===== src/rtl/draw_regs_pkg.sv =====
package draw_regs_pkg;

    localparam int DATA_W    = 32;
    localparam int BE_W      = DATA_W / 8;
    localparam int NUM_STORE = 4;
    localparam int NUM_ALIAS = 6;

    localparam int IDX_CTRL  = 'h100;
    localparam int IDX_ALIAS = 'h101;
    localparam int IDX_FB    = 'h110;
    localparam int IDX_XRES  = 'h111;
    localparam int IDX_FG    = 'h120;
    localparam int IDX_BG    = 'h121;

    typedef enum logic [0:0] {
        SEQ_IDLE  = 1'b0,
        SEQ_BURST = 1'b1
    } seq_state_t;

    function automatic int store_index(input int i);
        case (i)
            0:       return IDX_FB;
            1:       return IDX_XRES;
            2:       return IDX_FG;
            default: return IDX_BG;
        endcase
    endfunction

    function automatic int store_width(input int i);
        case (i)
            0:       return 26;
            1:       return 12;
            default: return 16;
        endcase
    endfunction

    function automatic int alias_lsb(input int i);
        case (i)
            0:       return 12;
            1:       return 15;
            2:       return 8;
            3:       return 4;
            4:       return 0;
            default: return 22;
        endcase
    endfunction

    function automatic int alias_width(input int i);
        case (i)
            0:       return 3;
            1:       return 5;
            5:       return 3;
            default: return 2;
        endcase
    endfunction

    function automatic logic [DATA_W-1:0] alias_mask(input int i);
        return (32'd1 << alias_width(i)) - 32'd1;
    endfunction

endpackage


===== src/rtl/draw_cmd_seq.sv =====
module draw_cmd_seq
    import draw_regs_pkg::*;
#(
    parameter int ADDR_W = 14,
    parameter int CNT_W  = 8
) (
    input  logic              clk,
    input  logic              rst_n,
    input  logic              cmd_start,
    input  logic [ADDR_W-1:0] cmd_index,
    input  logic [CNT_W-1:0]  cmd_count,
    input  logic              cmd_data_valid,
    input  logic [DATA_W-1:0] cmd_data,
    output logic              busy,
    output logic              wr_en,
    output logic [ADDR_W-1:0] wr_addr,
    output logic [DATA_W-1:0] wr_data
);

    seq_state_t        state_q, state_d;
    logic [ADDR_W-1:0] ptr_q;
    logic [CNT_W-1:0]  remain_q;

    always_comb begin
        state_d = state_q;
        unique case (state_q)
            SEQ_IDLE: begin
                if (cmd_start && (cmd_count != '0))
                    state_d = SEQ_BURST;
            end
            SEQ_BURST: begin
                if (cmd_data_valid && (remain_q == CNT_W'(1)))
                    state_d = SEQ_IDLE;
            end
        endcase
    end

    always_ff @(posedge clk) begin
        if (!rst_n) begin
            state_q  <= SEQ_IDLE;
            ptr_q    <= '0;
            remain_q <= '0;
        end else begin
            state_q <= state_d;
            if (state_q == SEQ_IDLE && cmd_start) begin
                ptr_q    <= cmd_index;
                remain_q <= cmd_count;
            end else if (state_q == SEQ_BURST && cmd_data_valid) begin
                ptr_q    <= ptr_q + ADDR_W'(1);
                remain_q <= remain_q - CNT_W'(1);
            end
        end
    end

    always_comb begin
        busy    = (state_q == SEQ_BURST);
        wr_en   = (state_q == SEQ_BURST) && cmd_data_valid;
        wr_addr = ptr_q;
        wr_data = cmd_data;
    end

    assert_zero_count_R9: assert property (@(posedge clk) disable iff (!rst_n)
        (state_q == SEQ_IDLE && cmd_start && cmd_count == '0) |=> (state_q == SEQ_IDLE));

    assert_ptr_advance_R9: assert property (@(posedge clk) disable iff (!rst_n)
        (state_q == SEQ_BURST && cmd_data_valid && remain_q != CNT_W'(1))
        |=> (ptr_q == $past(ptr_q) + ADDR_W'(1)));

    assert_restart_ignored_R11: assert property (@(posedge clk) disable iff (!rst_n)
        (state_q == SEQ_BURST && cmd_start && !cmd_data_valid)
        |=> (state_q == SEQ_BURST && ptr_q == $past(ptr_q)));

endmodule


===== src/rtl/draw_wr_arb.sv =====
module draw_wr_arb
    import draw_regs_pkg::*;
#(
    parameter int ADDR_W = 14
) (
    input  logic              host_req,
    input  logic              host_we,
    input  logic [ADDR_W-1:0] host_addr,
    input  logic [DATA_W-1:0] host_wdata,
    input  logic [BE_W-1:0]   host_be,
    input  logic              cmd_wr,
    input  logic [ADDR_W-1:0] cmd_addr,
    input  logic [DATA_W-1:0] cmd_wdata,
    output logic              host_ready,
    output logic              wr_en,
    output logic [ADDR_W-1:0] wr_addr,
    output logic [DATA_W-1:0] wr_data,
    output logic [BE_W-1:0]   wr_be
);

    logic host_wr;

    always_comb begin
        host_wr    = host_req && host_we;
        host_ready = !(host_wr && cmd_wr);
        wr_en      = host_wr || cmd_wr;
        if (cmd_wr) begin
            wr_addr = cmd_addr;
            wr_data = cmd_wdata;
            wr_be   = '1;
        end else begin
            wr_addr = host_addr;
            wr_data = host_wdata;
            wr_be   = host_be;
        end
    end

endmodule


===== src/rtl/draw_reg_store.sv =====
module draw_reg_store
    import draw_regs_pkg::*;
#(
    parameter int ADDR_W = 14
) (
    input  logic                              clk,
    input  logic                              rst_n,
    input  logic                              wr_en,
    input  logic [ADDR_W-1:0]                 wr_addr,
    input  logic [DATA_W-1:0]                 wr_data,
    input  logic [BE_W-1:0]                   wr_be,
    output logic [NUM_STORE-1:0][DATA_W-1:0]  q
);

    logic [DATA_W-1:0] lane_mask;

    always_comb begin
        for (int b = 0; b < BE_W; b++)
            lane_mask[8*b +: 8] = {8{wr_be[b]}};
    end

    for (genvar gi = 0; gi < NUM_STORE; gi++) begin : g_reg
        localparam int W   = store_width(gi);
        localparam int IDX = store_index(gi);
        logic [DATA_W-1:0] merged;

        always_comb merged = (q[gi] & ~lane_mask) | (wr_data & lane_mask);

        always_ff @(posedge clk) begin
            if (!rst_n)
                q[gi] <= '0;
            else if (wr_en && wr_addr == ADDR_W'(IDX))
                q[gi] <= {{(DATA_W-W){1'b0}}, merged[W-1:0]};
        end
    end

    assert_fb_trim_R3: assert property (@(posedge clk) disable iff (!rst_n)
        (wr_en && wr_addr == ADDR_W'(IDX_FB) && wr_be == '1)
        |=> (q[0] == {6'b0, $past(wr_data[25:0])}));

    assert_fg_lane_keep_R2: assert property (@(posedge clk) disable iff (!rst_n)
        (wr_en && wr_addr == ADDR_W'(IDX_FG) && wr_be == 4'b0001)
        |=> (q[2][15:8] == $past(q[2][15:8])));

endmodule


===== src/rtl/draw_rd_mux.sv =====
module draw_rd_mux
    import draw_regs_pkg::*;
#(
    parameter int ADDR_W = 14
) (
    input  logic [ADDR_W-1:0]                rd_addr,
    input  logic [DATA_W-1:0]                ctrl_word,
    input  logic [NUM_STORE-1:0][DATA_W-1:0] store_q,
    output logic [DATA_W-1:0]                rdata
);

    always_comb begin
        rdata = '0;
        if (rd_addr == ADDR_W'(IDX_CTRL))
            rdata = ctrl_word;
        for (int i = 0; i < NUM_ALIAS; i++) begin
            if (rd_addr == ADDR_W'(IDX_ALIAS + i))
                rdata = (ctrl_word >> alias_lsb(i)) & alias_mask(i);
        end
        for (int i = 0; i < NUM_STORE; i++) begin
            if (rd_addr == ADDR_W'(store_index(i)))
                rdata = store_q[i];
        end
    end

endmodule


===== src/rtl/draw_regfile.sv =====
module draw_regfile
    import draw_regs_pkg::*;
#(
    parameter int ADDR_W = 14,
    parameter int CNT_W  = 8
) (
    input  logic              clk,
    input  logic              rst_n,
    input  logic              host_req,
    input  logic              host_we,
    input  logic [ADDR_W-1:0] host_addr,
    input  logic [31:0]       host_wdata,
    input  logic [3:0]        host_be,
    output logic [31:0]       host_rdata,
    output logic              host_ready,
    input  logic              cmd_start,
    input  logic [ADDR_W-1:0] cmd_index,
    input  logic [CNT_W-1:0]  cmd_count,
    input  logic              cmd_data_valid,
    input  logic [31:0]       cmd_data,
    output logic              cmd_busy,
    input  logic [2:0]        st_fifo,
    input  logic [4:0]        st_fifo_cnt,
    input  logic [1:0]        st_setup,
    input  logic [1:0]        st_dda,
    input  logic [1:0]        st_pixel,
    input  logic [2:0]        st_error,
    output logic [25:0]       fb_base,
    output logic [11:0]       xres,
    output logic [15:0]       fg_color,
    output logic [15:0]       bg_color
);

    logic              cmd_wr;
    logic [ADDR_W-1:0] cmd_addr;
    logic [DATA_W-1:0] cmd_wdata;
    logic              wr_en;
    logic [ADDR_W-1:0] wr_addr;
    logic [DATA_W-1:0] wr_data;
    logic [BE_W-1:0]   wr_be;
    logic [DATA_W-1:0] ctrl_word;
    logic [NUM_STORE-1:0][DATA_W-1:0] store_q;

    draw_cmd_seq #(.ADDR_W(ADDR_W), .CNT_W(CNT_W)) u_seq (
        .clk(clk), .rst_n(rst_n),
        .cmd_start(cmd_start), .cmd_index(cmd_index), .cmd_count(cmd_count),
        .cmd_data_valid(cmd_data_valid), .cmd_data(cmd_data),
        .busy(cmd_busy), .wr_en(cmd_wr), .wr_addr(cmd_addr), .wr_data(cmd_wdata)
    );

    draw_wr_arb #(.ADDR_W(ADDR_W)) u_arb (
        .host_req(host_req), .host_we(host_we), .host_addr(host_addr),
        .host_wdata(host_wdata), .host_be(host_be),
        .cmd_wr(cmd_wr), .cmd_addr(cmd_addr), .cmd_wdata(cmd_wdata),
        .host_ready(host_ready), .wr_en(wr_en), .wr_addr(wr_addr),
        .wr_data(wr_data), .wr_be(wr_be)
    );

    draw_reg_store #(.ADDR_W(ADDR_W)) u_store (
        .clk(clk), .rst_n(rst_n), .wr_en(wr_en), .wr_addr(wr_addr),
        .wr_data(wr_data), .wr_be(wr_be), .q(store_q)
    );

    always_comb begin
        ctrl_word        = '0;
        ctrl_word[24:22] = st_error;
        ctrl_word[19:15] = st_fifo_cnt;
        ctrl_word[14:12] = st_fifo;
        ctrl_word[9:8]   = st_setup;
        ctrl_word[5:4]   = st_dda;
        ctrl_word[1:0]   = st_pixel;
    end

    draw_rd_mux #(.ADDR_W(ADDR_W)) u_rd (
        .rd_addr(host_addr), .ctrl_word(ctrl_word), .store_q(store_q), .rdata(host_rdata)
    );

    always_comb begin
        fb_base  = store_q[0][25:0];
        xres     = store_q[1][11:0];
        fg_color = store_q[2][15:0];
        bg_color = store_q[3][15:0];
    end

    assert_stall_cause_R10: assert property (@(posedge clk) disable iff (!rst_n)
        (host_req && host_we && !host_ready) |-> cmd_wr);

    assert_dropped_host_R10: assert property (@(posedge clk) disable iff (!rst_n)
        (!host_ready && cmd_wr && cmd_addr != ADDR_W'(IDX_BG) && host_addr == ADDR_W'(IDX_BG))
        |=> $stable(bg_color));

endmodule


===== config.mk =====
export PLATFORM = sky130hd
export DESIGN_NAME = draw_regfile
export DESIGN_NICKNAME = d
export VERILOG_FILES = /design/src/rtl/draw_regs_pkg.sv /design/src/rtl/draw_cmd_seq.sv /design/src/rtl/draw_wr_arb.sv /design/src/rtl/draw_reg_store.sv /design/src/rtl/draw_rd_mux.sv /design/src/rtl/draw_regfile.sv
export SDC_FILE = /design/constraint.sdc
export NUM_CORES = 1
export LEC_CHECK = 0
export BUFFER_PORTS_ARGS = -buffer_cell sky130_fd_sc_hd__buf_2
export CAP_MARGIN = 15
export CELL_PAD_IN_SITES_DETAIL_PLACEMENT = 0
export CELL_PAD_IN_SITES_GLOBAL_PLACEMENT = 1
export CORE_MARGIN = 5
export CORE_UTILIZATION = 34
export DETAILED_ROUTE_END_ITERATION = 12
export PLACE_DENSITY = 0.83
export RECOVER_POWER = 50
export SLEW_MARGIN = 30
export SYNTH_ARGS = -nofsm -noshare
export SYNTH_HDL_FRONTEND = slang
export SYNTH_SLANG_ARGS = --single-unit

===== constraint.sdc =====
create_clock -name clk -period 2.3 [get_ports clk]
set_input_delay 0.115 -clock clk [delete_from_list [all_inputs] [get_ports clk]]
set_output_delay 0.115 -clock clk [all_outputs]
set_load 0.01 [all_outputs]

==> summary.md, run 1 <==
| Metric | Value |
|---|---|
| Status | `finished, final reports clean` |
| Part of the power in combinational logic | `0.140` |
| Top cell type by total area after synthesis | `dfxtp_1` |
| Slowest library cell on the worst path | `or4b_2` |
| Synthesized area | `5270 sq um` |
| Power per cell area | `524 nW/um^2` |
| Iteration count of the initial detailed-routing pass | `6` |
| Post-synthesis cell type count | `70` |
| Detailed-route DRC error count | `0` |
| Top cells by count, synth | `nand2_1 (170), dfxtp_1 (93), mux2i_1 (61), clkbuf_1 (36), o21ai_0 (32)` |
| Peak VDD IR | `0.451 mV` |
| Die ar. | `18100 sq um` |
| Max Slew Vio Count | `0` |
| Most common cell on crit path | `buf_2` |
| Yosys warns | `0` |
| Area delta synth->final | `30.7%` |
| Largest stage delay, worst path | `0.71 ns` |
| Die Ht | `135 microns` |
| Longest Clk Path Bufs | `2` |
| Syn avg cell area | `8.07 sq um` |
| Max Freq | `453 MHz` |
| Number of global-route vias before repair | `5487` |
| Dpl cell area | `6700 sq um` |
| Gpl congestion | `0.865` |
| Total of max-cap violations | `0` |
| Power share of the clock group | `0.395` |
| Worst Setup Start Kind | `input port` |
| Clock-pin slew on the worst setup and hold paths | `0.07 ns` |
| Num rows | `45` |
| Tmin final | `2.21 ns` |
| CP Data Arrival Time | `2.09 ns` |
| Final period util | `0.960` |
| Worst Hold Class | `input port to register` |
| Via count | `5612` |
| Diode count | `0` |
| Setup TNS | `0 ns` |
| DIE WIDTH | `135 microns` |
| Slew margin rel. | `0.528` |
| Initial antenna violation count | `0` |
| Final instance area | `6890 sq um` |
| Async set-reset flop share out of synthesis | `0` |
| Top cell type's share of synthesized area | `0.353` |
| Final WL | `19.4 mm` |
| Seq pwr share | `0.465` |
| Core Region | `15200 sq um` |
| Worst-margin pin slew | `0.708 ns` |
| IO Port Bufs | `212` |
| Hold Vio Cnt, Final | `0` |
| RSZ-0062 raised after global routing | `no` |
| Number of hold buffers added after CTS | `0` |
| Switching power | `1010 uW` |
| Antenna Nets Post-Route | `0` |
| Worst-path fanout max | `6` |
| CTS Root Cell | `clkbuf_16` |
| Share of cells above drive strength 1 | `0.247` |
| Skew final | `0.00756 ns` |
| Gate Count Post-Synth | `653` |
| Clock sinks | `93` |
| Vias per Instance | `5.29` |
| Most frequent cell after synthesis | `nand2_1` |
| Routed wire length per instance | `18.3 microns` |
| Int Power | `2600 uW` |
| Sw frac | `0.281` |
| Critical path, cell by cell | `buf_2, or4b_2, nor3_1, and2_0, a221oi_1, o21ai_0, buf_2` |
| Flops & latches, synth | `93` |
| Kind of critical path | `input port to primary output` |
| Reg2Reg Setup Slack | `0.17 ns` |
| IO Count | `231` |
| WP data required | `2.18 ns` |
| Iter 0 DRT Violations | `392` |
| Hpwl dp | `14.8 mm` |
| Initial Util | `0.347` |
| Seq/Total Area, Yosys | `0.353` |
| Largest net degree at the start of global routing | `43` |
| Hold_ws | `0.0533 ns` |
| Num CTS Buffers | `9` |
| CP Capture Type | `primary output` |
| First-pass GRT wire length | `29.7 mm` |
| Total setup buffers inserted after CTS | `0` |
| Leakage | `0.00297 uW` |
| GRT Util Overall | `0.208` |
| Ys flop type | `dfxtp_1` |
| CTS tree | `done` |
| GR Overflow Total | `0` |
| Skew-Pair Late Insertion Delay | `0.35 ns` |
| Area contributors post-synth | `dfxtp_1 (35%), nand2_1 (12%), mux2i_1 (12%), o21ai_0 (3.0%), clkbuf_1 (2.6%)` |
| Number of gates resized after CTS | `0` |
| Nets@finish | `997` |
| EDFF count, synth | `0` |
| H-tree lvl count | `3` |
| Final setup fails | `0` |
-- metrics by stage --
| step | setup slack (ns) | std cells | power [uW] | utilization |
|---|---|---|---|---|
| after floorplan | 0.365 | 658 | 2000 | - |
| after CTS | 0.125 | 1060 | 3650 | 0.459 |
| after global routing | 0.00166 | 1060 | 3770 | 0.453 |
| after detailed placement | 0.133 | 1044 | 2220 | 0.441 |
| final | 0.0922 | 1060 | 3610 | 0.453 |
| after global placement | 0.122 | 1044 | 2220 | 0.441 |
-- critical path, delay by kind of cell --
kind                   cells  cell delay, ns
and+or+nand+nor            3            1.25
AOI/OAI and AO/OA          2            0.45
buffers and inverters      2            0.28
-- cell type report --
class | instances | area (sq um)
Multi-Input combinational cell | 509 | 3210
Fill cell | 1595 | 8320
Clock inverter | 6 | 47.5
Sequential cell | 93 | 1860
Timing Repair Buffer | 249 | 1290
Clock buffer | 10 | 229
Tap cell | 188 | 235
Inverter | 5 | 18.8
-- cells by family (layout without fill, tap and decap cells) --
family,Yosys count,count (layout),synth area share
and+or+nand+nor,285,285,0.261
muxes,66,66,0.131
xor gates and xnor gates,3,3,0.00499
AOI/OAI and AO/OA,146,146,0.196
adders and majority gates,3,3,0.00712
other,1,6,0.000712
buffers and inverters,56,270,0.0458
DFF,93,93,0.353
-- cells in the final DEF, fill, tap and decap left out, drive strengths merged, types with 6 or more instances in the layout --
cell type / Yosys / final
nand4: 7 / 7
a22oi: 8 / 8
a22o: 8 / 8
a31oi: 6 / 6
a222oi: 10 / 10
nand2: 171 / 171
nor4: 11 / 11
buf: 15 / 177
conb: 1 / 6
a211o: 10 / 10
clkbuf: 36 / 82
a21boi: 7 / 7
dfxtp: 93 / 93
inv: 5 / 7
nand3: 12 / 12
nor3: 11 / 11
nor2: 25 / 25
nor2b: 12 / 12
a21oi: 25 / 25
and2: 6 / 6
a221oi: 11 / 11
mux2i: 62 / 62
o21ai: 32 / 32
-- power groups by stage --
stage	clock (uW)	combinational, uW	sequential (uW)
after floorplan	0	291	1710
after global placement	0	504	1720
after detailed placement	0	506	1720
after CTS	1460	509	1680
after global routing	1520	562	1680
final	1420	506	1680
-- path summary, 6_finish.rpt --
check | from | cells after the start | end
max | host_addr[13] | 7 | host_rdata[5]
min | cmd_index[6] | 3 | u_seq.wr_addr[6]
max reg2reg | u_seq.busy | 5 | register
min reg2reg | u_seq.remain_q[6] | 2 | u_seq.remain_q[6]
-- metal layers --
layer	share of wire	track usage
met4	0.022	0.0673
met2	0.47	0.342
met5	0	0
met1	0.44	0.274
met3	0.066	0.0432
Note: power is estimated with default switching activity, not from simulation.
==> run 2: changes to the inputs <==
--- a/config.mk
+++ b/config.mk
@@ -10,11 +10,13 @@
 export CELL_PAD_IN_SITES_DETAIL_PLACEMENT = 0
 export CELL_PAD_IN_SITES_GLOBAL_PLACEMENT = 1
 export CORE_MARGIN = 5
-export CORE_UTILIZATION = 34
+export CORE_UTILIZATION = 38
 export DETAILED_ROUTE_END_ITERATION = 12
 export PLACE_DENSITY = 0.83
 export RECOVER_POWER = 50
+export SKIP_CTS_REPAIR_TIMING = 1
 export SLEW_MARGIN = 30
 export SYNTH_ARGS = -nofsm -noshare
 export SYNTH_HDL_FRONTEND = slang
+export SYNTH_HIERARCHICAL = 1
 export SYNTH_SLANG_ARGS = --single-unit
==> summary.md, run 2 <==
| Metric | Value |
|---|---|
| Status | `complete, but fails checks` |
| Violated checks | `negative setup slack` |
| Worst Hold Class | `input port to register` |
| Met2 Usage GRT | `0.315 (-0.0263)` |
| GR Overflow Total | `0 (unchanged)` |
| Placed Cells | `1250 (+20%)` |
| Routed wire length per instance | `17.5 microns (-4.0%)` |
| Antenna Nets Post-Route | `0 (unchanged)` |
| Power after layout | `4090 uW (+13%)` |
| Area delta synth->final | `23.5%` |
| CTS Root Cell | `clkbuf_16` |
| Most common cell after layout, fill and taps aside | `buf_2` |
| Final WL | `22.4 mm (+15%)` |
| Int Power | `2990 uW (+15%)` |
| Tmin final | `2.45 ns (+0.238 ns)` |
| Initial Util | `0.389 (+0.0421)` |
| Crit. Startpoint | `u_seq/busy` |
| Most frequent cells in the layout | `buf_2 (154), nand2_1 (112), mux2i_1 (105), dfxtp_1 (92), conb_1 (73)` |
| Skew-Pair Late Insertion Delay | `0.35 ns (about the same)` |
| Largest net degree at the start of global routing | `95 (+120%)` |
| Gpl congestion | `0.845 (-2.3%)` |
| Gate Count Post-Synth | `816 (+25%)` |
| Nets@finish | `1171 (+17%)` |
| Skew final | `0.0137 ns (+0.00612 ns)` |
| H-tree lvl count | `3 (unchanged)` |
| CTS tree | `done` |
| IO Count | `231 (unchanged)` |
| Iteration count of the initial detailed-routing pass | `5 (-1)` |
| Worst-margin pin slew | `0.782 ns (+0.0737 ns)` |
| IO Port Bufs | `218 (+2.8%)` |
| Reg2Reg Setup Slack | `-0.15 ns (-0.32 ns)` |
| Most used routing layer | `met2` |
| Critical path, cell by cell | `nand2_4, inv_6, buf_12, mux2_4, or3_4, or4_4, nor2_8, mux2i_1` |
| Total of max-cap violations | `0 (unchanged)` |
| Reg2Reg Launch Point | `u_seq/busy` |
| Syn avg cell area | `8.64 sq um (+7.1%)` |
| First-pass GRT wire length | `35.0 mm (+18%)` |
| RSZ-0062 raised after global routing | `yes` |
| Sw frac | `0.268 (-0.0123)` |
| Power per cell area | `470 nW/um^2 (-10%)` |
| Final WS setup | `-0.146 ns (-0.238 ns)` |
| Diode count | `0 (unchanged)` |
| Slew margin rel. | `0.478 (-0.0497)` |
| Final period util | `1.06 (+0.104)` |
| GRT Util Overall | `0.201 (-0.00670)` |
| Synthesized area | `7050 sq um (+34%)` |
| CP Data Arrival Time | `2.73 ns (+0.64 ns)` |
| Iter 0 DRT Violations | `372 (-5.1%)` |
| Finished Core Util | `0.480 (+0.0271)` |
| Worst Setup Start Kind | `register` |
| Max Slew Vio Count | `0 (unchanged)` |
| Met3 Track Usage GR | `0.0412 (-0.00200)` |
| Vias per Instance | `5.12 (-3.3%)` |
| Worst path depth | `8 (+1)` |
| Clock-pin slew on the worst setup and hold paths | `0.07 ns (about the same)` |
| Part of the power in combinational logic | `0.173 (+0.033)` |
| Kind of critical path | `register to register` |
| WP data required | `2.58 ns (+0.40 ns)` |
| Core Region | `18100 sq um (+19%)` |
| Num CTS Buffers | `9 (unchanged)` |
| GR met1 Demand/Resource | `0.270 (-0.00406)` |
| CP delay by family, top | `simple AND/OR/NAND/NOR gates` |
| Peak VDD IR | `0.337 mV (-25%)` |
| Share of cells above drive strength 1 | `0.314 (+0.0670)` |
| Detailed-route DRC error count | `0 (unchanged)` |
| Die Ht | `146 microns (+8.7%)` |
| Switching power | `1100 uW (+8.3%)` |
| DIE WIDTH | `146 microns (+8.7%)` |
| Final setup fails | `60 (+60)` |
| Reg2Reg Depth | `8 (+3)` |
| Via count | `6528 (+16%)` |
| Slowest library cell on the worst path | `or4_4` |
| Largest stage delay, worst path | `0.60 ns (-0.11 ns)` |
| Max Freq | `409 MHz (-9.7%)` |
| Yosys warns | `6 (+6)` |
| Fin cells | `1275 (+20%)` |
| Hpwl dp | `17.2 mm (+16%)` |
| Die ar. | `21400 sq um (+18%)` |
| CP Buf/Inv Count | `2 (unchanged)` |
| Clock sinks | `93 (unchanged)` |
| Longest Clk Path Bufs | `2 (unchanged)` |
| Num rows | `49 (+8.9%)` |
| Power share of the clock group | `0.417 (+0.022)` |
| Initial antenna violation count | `1 (+1)` |
| Number of global-route vias before repair | `6314 (+15%)` |
| CP Capture Type | `register` |
| Leakage | `0.00373 uW (+26%)` |
| Hold Vio Cnt, Final | `0 (unchanged)` |
| Seq pwr share | `0.410 (-0.055)` |
| Worst-path fanout max | `8 (+2)` |
==> run 2: metrics by stage <==
stage	setup TNS (ns)	hold WS, ns	cell area, sq um	setup slack [ns]
after global routing	-10.23	0.0257	8710	-0.218
after global placement	-5.95	0.379	8250	-0.136
after CTS	-9.41	0.00870	8580	-0.210
after detailed placement	-8.07	0.379	8250	-0.188
after floorplan	-27.78	0.251	7390	-0.501
final	-3.81	0.0172	8710	-0.146
==> run 2: worst min path at each step <==
stage / slack, ns / cells after the start / start / end
global placement: 0.38 / 3 / cmd_count[0] / u_seq/remain_q[0]
CTS: 0.009 / 3 / cmd_index[6] / u_seq/wr_addr[6]
finish: 0.02 / 3 / cmd_index[6] / u_seq/wr_addr[6]
global route: 0.03 / 3 / cmd_index[6] / u_seq/wr_addr[6]
detailed placement: 0.38 / 3 / cmd_index[6] / u_seq/wr_addr[6]
floorplan: 0.25 / 2 / cmd_index[10] / u_seq/wr_addr[10]
==> run 2: final cells by class <==
type,count,area (sq um)
Clock buffer,10,239
Clock inverter,6,97.6
Tap cell,229,287
Multi-Input combinational cell,648,4580
Timing Repair Buffer,280,1610
Inverter,9,38.8
Fill cell,1853,9440
Sequential cell,93,1860
==> run 2: layer usage <==
| layer | wire length (microns) | vias up |
|---|---|---|
| met5 | 7 | - |
| met1 | 9880 | 3020 |
| met4 | 793 | 2 |
| met3 | 1310 | 52 |
| li1 | - | 3241 |
| met2 | 10400 | 213 |
==> run 2: worst register-to-register path, delay by kind of cell (launching register included) <==
kind          cells  cell delay, ns
simple gates      4            1.32
mux               2            0.50
flops             1            0.35
buf+inv           2            0.20
==> run 2: power by group through the flow <==
stage                     Combinational, uW  Clock [uW]  Sequential (uW)
after floorplan                         553           0             1710
after global placement                  669           0             1710
after detailed placement                674           0             1720
after CTS                               677        1740             1680
after global routing                    776        1810             1680
final                                   707        1700             1680
